--- config.mk ---
export PLATFORM = sky130hd
export DESIGN_NAME = sw_rst_hold
export DESIGN_NICKNAME = d
export VERILOG_FILES = /design/src/rtl/sw_rst_hold.sv
export SDC_FILE = /design/constraint.sdc
export NUM_CORES = 1
export LEC_CHECK = 0
export BUFFER_PORTS_ARGS = -buffer_cell sky130_fd_sc_hd__buf_2
export CORE_AREA = 2 2 39 41
export DETAILED_ROUTE_END_ITERATION = 8
export DIE_AREA = 0 0 41 43
export GPL_TIMING_DRIVEN = 0
export HOLD_SLACK_MARGIN = 0.06
export PLACE_DENSITY = 0.47
export REMOVE_ABC_BUFFERS = 1
export SLEW_MARGIN = 40
export SYNTH_ARGS = -nofsm -noshare
export SYNTH_HDL_FRONTEND = slang
export SYNTH_SLANG_ARGS = --single-unit
--- constraint.sdc ---
create_clock -name clk -period 2.2 [get_ports clk]
set_clock_uncertainty 0.2 [all_clocks]
set_input_delay 0.44 -clock clk [delete_from_list [all_inputs] [get_ports clk]]
set_output_delay 0.44 -clock clk [all_outputs]
set_load 0.05 [all_outputs]
--- src/rtl/sw_rst_hold.sv ---
module sw_rst_hold #(
  parameter int MIN_HOLD = 16
) (
  input  logic clk,
  input  logic rst,
  input  logic hot_rst,
  input  logic link_down,
  input  logic disable_i,
  output logic hold_next,
  output logic hold_q
);

  localparam int CW = $clog2(MIN_HOLD + 1);
  localparam logic [CW-1:0] LOAD = CW'(MIN_HOLD - 1);

  logic          trig;
  logic [CW-1:0] cnt_q;
  logic [CW-1:0] cnt_d;

  assign trig = (hot_rst | link_down) & ~disable_i;

  always_comb begin
    cnt_d     = cnt_q;
    hold_next = 1'b0;
    if (trig) begin
      cnt_d     = LOAD;
      hold_next = 1'b1;
    end else if (cnt_q != '0) begin
      cnt_d     = cnt_q - 1'b1;
      hold_next = 1'b1;
    end
  end

  always_ff @(posedge clk) begin
    if (rst) begin
      cnt_q  <= '0;
      hold_q <= 1'b0;
    end else begin
      cnt_q  <= cnt_d;
      hold_q <= hold_next;
    end
  end

  // Run-length counter kept only for the minimum-hold check.
  localparam int RW = CW + 1;
  logic [RW-1:0] run_q;
  always_ff @(posedge clk) begin
    if (rst)                         run_q <= '0;
    else if (!hold_q)                run_q <= '0;
    else if (run_q != {RW{1'b1}})    run_q <= run_q + 1'b1;
  end

  // a masked event never starts the internal reset
  p_masked_event_r1: assert property (@(posedge clk) disable iff (rst)
    $rose(hold_q) |-> ($past(!disable_i) && $past(hot_rst || link_down)));

  // the internal reset lasts at least MIN_HOLD cycles
  p_min_hold_r3: assert property (@(posedge clk) disable iff (rst)
    $fell(hold_q) |-> (run_q >= RW'(MIN_HOLD)));

  // an unmasked event is followed by the internal reset
  p_event_starts_r3: assert property (@(posedge clk) disable iff (rst)
    ((hot_rst || link_down) && !disable_i) |=> hold_q);

endmodule

After elaboration in Yosys (flattened, before gate mapping)
Index checks and enable logic that the tools add are counted.
W data, S select, Z words.

cells by class
  $add $sub $neg = 1
  mux-type cells = 4
  bitwise logic cells = 3
  reductions and logical operators = 3

operators by type and width
  kind                   number
  $mux W4                2
  $reduce_bool A5 Y1     1
  $sub A5 B1 Y5 const B  1
  $mux W1                2
  $reduce_bool A2 Y1     1
  $reduce_or A2 Y1       1
  $and A1 B1 Y1          1
  $not A1 Y1             1
  $or A1 B1 Y1           1

storage, ports and cells
  flip-flop bits (word level) = 6
  input port bits = 5
  logic and storage cells = 14

Longest topological paths before layout
Gate-level depths: netlist of the first run.

  depth after elaboration = 3
  mapped depth = 5

Worst setup path before layout of the first run
Ideal clock, no wire load.

  kind = register -> output
  from = register cnt_q[0]
  to = output port hold_next
  arrival = 1221 ps
  required time = 1560 ps
  path slack = 339 ps
  stages on the path, launching flop included = 5
  path buffers = 0
  path through = dfxtp_1 -> inv_1 -> ha_1 -> nor4b_4 -> nand2_1

between the ends
  cells in the longest elaborated chain, start to end = 3

RTL lines
  what                    line  source
  start, declared         17    logic [CW-1:0] cnt_q;
  start signal, assigned  39    cnt_q <= cnt_d;
  $reduce_bool A5 Y1      28    end else if (cnt_q != '0) begin
  $mux W1                 28
  $mux W1                 25    if (trig) begin
  end, declared           9     output logic hold_next,

Every way passes these cells.

Final worst setup path of the first run
Ends and elaborated chain as after synthesis.

==> metrics.txt, run 1 <==
status=finished, final reports clean; crit-path max FO=4; Yosys warnings=0; Slew @ Worst Pin=519.7 ps; max frequency=0.4749 GHz; Inst Count DP=53; crit path kind=reg -> out; post-synth top area cell=dfxtp_1; Net count, final=52; Hold/Removal Path Class=in -> reg; sequential element share of the synthesized area=39.51%; Lkg Pwr=0.1782 nW; Mapped Cells=31; Die H=43 µm; port bufs=6; I/O pin cnt=7; DRT antenna net count=0; share of the synthesized area in the top cell type=39.51%; gpl congestion=0.6518; met2 Use GR=10.63%; number of max-cap violations=0; largest cells by area after synthesis=dfxtp_1 (40%), ha_1 (8.2%), nor4b_4 (7.8%); Antenna Cells=0; met1 track demand over resource=11.33%; area of the die=0.001763 mm²; First-pass DRT Iterations=2; Mean Syn Cell Area=9.808 µm²; relative slew slack=65.28%; Wirelength per Cell=9.525 µm; layout cell share with drive strength beyond 1=32.56%; DRC=0; Most Crowded Layer GR=met1; Netlist cell types=18; Final HPWL DP=370.1 µm; Worst VDD drop=467.1 µV; met3 GRT Util=7.853%; first-pass GRT wire length=979 µm; final hold viol count=0; setup slack after layout=94.23 ps; Setup TNS=0 ps; Req. time, crit path=1560 ps; commonest cells after routing, fill and taps aside=dfxtp_1 (6), buf_2 (5), inv_1 (4), buf_4 (4); Non-Filler Instances=59; Clock Sinks=6; crit path capture type=primary output; CTS max path bufs=2; fin crit period=2106 ps; worst hold slack=246.1 ps; Initial Utilization=21.97%; number of endpoints failing setup at the final stage=0; crit path DAT=1470 ps; CTS root buf=clkbuf_4; Pwr Density=906.6 mW/mm²; initial DRC count=5; Row Count=14; core box area=0.001384 mm²; drt total wl=562 µm; Place WS=277.3 ps; Final Max Slew Viols=0; TritonCTS Buffers=3; detailed-route via count=250; leading cell type in the layout, fill and taps excluded=dfxtp_1; grt total ovfl=0; number of global-route vias before repair=240; vias per cell=4.237; crit start category=register; Yosys reg bits=6; pin count of the biggest net entering global routing=8; overall global routing resource usage=8.753%; H-tree depth=1; filler cell count=142; Clock Latency Late Sink=240 ps; area growth from synthesis to layout=32.10%; initial antenna violation count=0; final cycle utilization of the critical path=95.72%; Die Span X=41 µm; Clock Pin Slew Worst Setup and Hold Paths=40 ps; CTS tree=done; Post-Syn Area=304.0 µm²
[cell type report]
class | instances | area, µm² | area share [%]
multi-input combinational | 21 | 168.9 | 42.06
sequential | 6 | 120.1 | 29.91
timing repair buffer | 9 | 55.05 | 13.71
clock buffer | 3 | 22.52 | 5.607
tap | 16 | 20.02 | 4.984
inverter | 4 | 15.01 | 3.738
[power by group]
group          internal (W)  total, W  switching [W]  leakage (nW)
Clock             0.0000616  0.000100      0.0000384        0.0138
Sequential         0.000125  0.000139      0.0000137        0.0501
Combinational     0.0000653  0.000126      0.0000602         0.114
Total              0.000252  0.000364       0.000112         0.178
[synthesized netlist by cell type (all sizes together)]
master and instances:
or3b 1, a31oi 2, xnor2 1, or2b 1, nor3 1, dfxtp 6
o21bai 1, nor4b 1, mux2 1, ha 2, or3 1, mux2i 1
inv 4, nor3b 1, nor2 1, a211o 1, a21oi 3, nand2 2
[layer usage]
metal	up-vias	routed length (µm)
li1	133	-
met1	108	243
met2	9	269
met3	0	49
met4	0	0
met5	-	0
[flip-flops by register name, summed over array words and instances (netlist names)]
register	cells
hold_q	1
cnt_q	5
[final timing paths]
check                              start        end  slack [ps]  depth (start not counted)
worst max register to register  cnt_q[0]   cnt_q[1]         390                          6
worst min-delay path                 rst     hold_q         250                          2
worst min register to register  cnt_q[3]   cnt_q[3]         350                          2
worst max-delay path            cnt_q[0]  hold_next          90                          5
[critical path: stages, from the launching register on]
cell and delay, ps:
dfxtp_1 300, inv_1 100, ha_1 210, nor4b_4 320, nand2_1 90, buf_4 200
[cells by family after synthesis]
kind of cell	Yosys count	synth area share, %
simple gates	9	23.05
compound gates	7	14.40
flops	6	39.51
buf+inv	4	4.937
mux	2	6.996
fa+ha+maj	2	8.229
xor+xnor	1	2.881
[what timing repair did]
item	in CTS	in global routing
setup endpoints to repair	0	1
setup buffers	0	3
hold buffers	0	0
gates resized for setup	0	2
[through the flow]
step           utilization (%)  cell area, µm²  total power (W)
3_3_place_gp             25.59           354.1        0.0002498
2_1_floorplan                -           304.0        0.0002267
6_report                 29.02           401.6        0.0003641
4_1_cts                  27.22           376.6        0.0003510
3_5_place_dp             25.59           354.1        0.0002478
5_1_grt                  29.02           401.6        0.0003919
Power figures use the tool's default switching activity.
==> run 2: changes to the inputs <==
--- a/config.mk
+++ b/config.mk
@@ -13,6 +13,7 @@
 export HOLD_SLACK_MARGIN = 0.06
 export PLACE_DENSITY = 0.47
 export REMOVE_ABC_BUFFERS = 1
+export SKIP_CTS_REPAIR_TIMING = 1
 export SLEW_MARGIN = 40
 export SYNTH_ARGS = -nofsm -noshare
 export SYNTH_HDL_FRONTEND = slang
==> constraint.sdc (replaced) <==
create_clock -name clk -period 2.2 [get_ports clk]
set_clock_uncertainty 0.2 [all_clocks]
set_input_delay 0.44 -clock clk [delete_from_list [all_inputs] [get_ports clk]]
set_output_delay 0.44 -clock clk [all_outputs]
set_load 0.02 [all_outputs]
==> run 2 against run 1 <==
  * First-iteration DRC count grew 100%
  * Sequential power is essentially flat
  * Clock power is essentially flat
  * Register-to-register slack lost 30 ps
  * Final cell count is the same
  * Fmax grew 1.3%
  * Via count grew 2.4%
  * Routed wire length grew 1.1%
  * Combinational power shrank 9.5%
  * Core utilization shrank 0.18 points
  * Setup slack gained 26 ps
  * Largest cell class unchanged
  * Largest power group unchanged
  * Highest routed layer unchanged
==> metrics.txt, run 2 (synthesis gave the netlist of run 1 again) <==
status=finished, final reports clean; crit path kind=reg -> out; initial antenna violation count=0; Lkg Pwr=0.1766 nW; vias per cell=4.339; Antenna Cells=0; Slew @ Worst Pin=511.6 ps; I/O pin cnt=7; max frequency=0.4809 GHz; Row Count=14; crit start category=register; register with the most flip-flops=cnt_q; Wirelength per Cell=9.627 µm; drt total wl=568 µm; Clock Sinks=6; DRT antenna net count=0; Clock Latency Late Sink=240 ps; first-pass GRT wire length=979 µm; Final HPWL DP=370.1 µm; Crit path largest cell delay=340 ps; DRC=0; CTS tree=done; total power=0.0003523 W; gpl congestion=0.6518; Setup TNS=0 ps; H-tree depth=1; Clock Pin Slew Worst Setup and Hold Paths=40 ps; TritonCTS Buffers=3; detailed-route via count=256; final hold viol count=0; layout cell share with drive strength beyond 1=32.56%; number of flip-flops in the largest register=5; crit-path cells=inv_1 -> ha_1 -> nor4b_4 -> nand2_1 -> buf_2; worst hold slack=248.6 ps; area of the die=0.001763 mm²; final cycle utilization of the critical path=94.52%; First-pass DRT Iterations=4; pin count of the biggest net entering global routing=8; CTS root buf=clkbuf_4; relative slew slack=65.82%; area growth from synthesis to layout=31.28%; number of endpoints failing setup at the final stage=0; Hold/Removal Path Class=in -> reg; Pwr Density=882.8 mW/mm²; core box area=0.001384 mm²; number of max-cap violations=0; Initial Utilization=21.97%; commonest cells after routing, fill and taps aside=dfxtp_1 (6), buf_2 (6), inv_1 (4); crit path capture type=primary output; crit-path max FO=4; Final Max Slew Viols=0; Die Span X=41 µm; CTS max path bufs=2; Net count, final=52; crit path DAT=1440 ps; initial DRC count=10; number of global-route vias before repair=240; Die H=43 µm; fin crit period=2080 ps; overall global routing resource usage=8.753%; port bufs=6; RSZ-0062 raised after global routing=false; Top Registers=cnt_q x5, hold_q x1; grt total ovfl=0; CP max stage cell=nor4b_4; Worst VDD drop=467.6 µV; Req. time, crit path=1560 ps
==> run 2: cell types whose count changed in the layout (fill, tap and decap cells not counted) <==
cell	delta
buf_4	-1
buf_2	+1
==> run 2: path summary, 6_finish.rpt <==
check / start / endpoint / slack (ps) / cells after the start
worst max-delay path: cnt_q[0] / hold_next / 120 / 5
worst min-delay path: rst / hold_q / 250 / 2
worst max register to register: cnt_q[0] / cnt_q[1] / 360 / 6
worst min register to register: cnt_q[3] / cnt_q[3] / 350 / 2
==> run 2: power breakdown <==
part | internal, W | total [W] | leakage [nW] | switching (W)
Clock | 0.0000616 | 0.0000991 | 0.0138 | 0.0000375
Sequential | 0.000125 | 0.000139 | 0.0501 | 0.0000141
Combinational | 0.0000639 | 0.000114 | 0.113 | 0.0000503
Total | 0.000250 | 0.000352 | 0.177 | 0.000102
==> run 2: metal layers <==
| metal | wire (µm) | part of all wire, % | up-vias | track usage [%] |
|---|---|---|---|---|
| met4 | 0 | 0 | 0 | 2.000 |
| met2 | 261 | 46 | 14 | 10.63 |
| met3 | 58 | 10 | 0 | 7.853 |
| met1 | 248 | 44 | 109 | 11.33 |
| met5 | 0 | 0 | - | 0 |
| li1 | - | - | 133 | - |
==> run 2: through the flow <==
| stage | std cells | utilization, % | worst slack [ps] | area (µm²) |
|---|---|---|---|---|
| after floorplan | 31 | - | 497.4 | 304.0 |
| after global placement | 53 | 25.59 | 314.9 | 354.1 |
| after detailed placement | 53 | 25.59 | 330.3 | 354.1 |
| after CTS | 56 | 27.22 | 93.52 | 376.6 |
| after global routing | 59 | 28.84 | 14.71 | 399.1 |
| final | 59 | 28.84 | 120.5 | 399.1 |
==> run 2: cell type report <==
type,instances,area [µm²]
Clock buffer,3,22.52
Fill cell,140,984.7
Inverter,4,15.01
Multi-Input combinational cell,21,168.9
Sequential cell,6,120.1
Tap cell,16,20.02
Timing Repair Buffer,9,52.55
==> run 2: worst max-delay path: cells and delay by family (launching register included) <==
family	cells	cell delay, ps
fa+ha+maj	1	210
buf+inv	2	270
flops	1	300
simple gates	2	420
==> run 3: changes to the inputs <==
--- a/config.mk
+++ b/config.mk
@@ -6,6 +6,7 @@
 export NUM_CORES = 1
 export LEC_CHECK = 0
 export BUFFER_PORTS_ARGS = -buffer_cell sky130_fd_sc_hd__buf_2
+export CAP_MARGIN = 20
 export CORE_AREA = 2 2 39 41
 export DETAILED_ROUTE_END_ITERATION = 8
 export DIE_AREA = 0 0 41 43
@@ -13,8 +14,10 @@
 export HOLD_SLACK_MARGIN = 0.06
 export PLACE_DENSITY = 0.47
 export REMOVE_ABC_BUFFERS = 1
+export SETUP_SLACK_MARGIN = 0.4
 export SKIP_CTS_REPAIR_TIMING = 1
 export SLEW_MARGIN = 40
 export SYNTH_ARGS = -nofsm -noshare
 export SYNTH_HDL_FRONTEND = slang
 export SYNTH_SLANG_ARGS = --single-unit
+export TNS_END_PERCENT = 5
==> run 3 against run 2 <==
  * Largest cell class unchanged
  * First-iteration DRC count decreased by 20%
  * Power rose by 7.6%
  * Worst hold slack got worse by 12 ps
  * Via count increased by 5.9%
  * Setup slack improved by 110 ps
  * Critical endpoint unchanged
  * Critical path type unchanged
==> metrics.txt, run 3 (synthesis gave the netlist of run 1 again) <==
status=finished, final reports clean; Crit path largest cell delay=310 ps; Core Util, Final=31.56%; Clock Sinks=6; CTS tree=done; vias per cell=4.443; Initial Utilization=21.97%; overall global routing resource usage=8.753%; Worst VDD drop=468.4 µV; CTS max path bufs=2; met2 Use GR=10.63%; final cycle utilization of the critical path=89.40%; crit path DAT=1330 ps; crit path capture type=primary output; first-pass GRT wire length=979 µm; CP max stage cell=dfxtp_1; met3 GRT Util=7.853%; Req. time, crit path=1560 ps; Net count, final=54; TritonCTS Buffers=3; Final Max Slew Viols=0; CTS root buf=clkbuf_4; Die H=43 µm; core box area=0.001384 mm²; crit start category=register; First-pass DRT Iterations=4; area growth from synthesis to layout=43.62%; Final HPWL DP=370.1 µm; drt total wl=629 µm; layout cell share with drive strength beyond 1=44.44%; Row Count=14; DRC=0; Setup TNS=0 ps; commonest cells after routing, fill and taps aside=dfxtp_1 (5), buf_2 (5), buf_4 (5); Antenna Cells=0; initial antenna violation count=0; Wirelength per Cell=10.31 µm; Die Span X=41 µm; Hold/Removal Path Class=in -> reg; relative slew slack=65.59%; Lkg Pwr=0.1889 nW; initial DRC count=8; I/O pin cnt=7; H-tree depth=1; Clock Pin Slew Worst Setup and Hold Paths=40 ps; area of the die=0.001763 mm²; Pwr Density=868.0 mW/mm²; register with the most flip-flops=cnt_q; number of max-cap violations=0; fin crit period=1967 ps; detailed-route via count=271; DRT antenna net count=0; crit-path cells=inv_2 -> ha_4 -> nor4b_4 -> nand2_1 -> buf_6; number of flip-flops in the largest register=5; pin count of the biggest net entering global routing=8; RSZ-0062 raised after global routing=true; Most Crowded Layer GR=met1; gpl congestion=0.6518; Top Registers=cnt_q x5, hold_q x1; crit-path max FO=4; Clock Latency Late Sink=240 ps; grt total ovfl=0; port bufs=6; met1 track demand over resource=11.33%; max frequency=0.5084 GHz; final hold viol count=0; number of endpoints failing setup at the final stage=0; Slew @ Worst Pin=515.1 ps; number of global-route vias before repair=240; crit path kind=reg -> out
==> run 3: changes by cell type in the layout (fill, tap and decap cells not counted), sizes merged <==
cell	change
buf	+2
==> run 3: path summary, 6_finish.rpt <==
| kind | cells past startpoint | slack, ps | start | end |
|---|---|---|---|---|
| worst max register to register | 6 | 510 | cnt_q[1] | cnt_q[1] |
| worst max-delay path | 5 | 230 | cnt_q[1] | hold_next |
| worst min-delay path | 2 | 240 | rst | cnt_q[0] |
| worst min register to register | 2 | 350 | cnt_q[3] | cnt_q[3] |
==> run 3: final cells by class <==
type	count	area [µm²]
inverters	4	17.52
repair buffers	11	73.82
well taps	16	20.02
fillers	144	947.2
multi-input cells	21	181.4
clock buffers	3	22.52
flip-flops and latches	6	121.4
==> run 3: through the flow <==
step | power, W | cell area (µm²) | hold WS, ps | cells | setup WS, ps
6_report | 0.0003790 | 436.7 | 236.5 | 61 | 233.2
5_1_grt | 0.0004058 | 436.7 | 256.4 | 61 | 149.7
4_1_cts | 0.0003403 | 376.6 | 240.3 | 56 | 93.52
3_5_place_dp | 0.0002371 | 354.1 | 342.0 | 53 | 330.3
3_3_place_gp | 0.0002391 | 354.1 | 341.8 | 53 | 314.9
2_1_floorplan | 0.0002160 | 304.0 | 304.3 | 31 | 497.4
==> run 3: layer usage <==
metal  up-vias  wire length, µm
met5         -                0
met4         0                0
met1       126              257
met2         9              319
li1        136                -
met3         0               52
==> run 3: power by group <==
group / internal, W / switching (W) / leakage (nW)
registers: 0.000126 / 0.0000162 / 0.0502
clock network: 0.0000617 / 0.0000390 / 0.0138
logic: 0.0000800 / 0.0000567 / 0.125
==> run 3: worst max-delay path, delay by kind of cell (launching register included) <==
kind                     cells  cell delay, ps
flip-flops                   1             310
adder cells (fa/ha/maj)      1             140
buffers and inverters        2             230
AND/OR/NAND/NOR              2             390
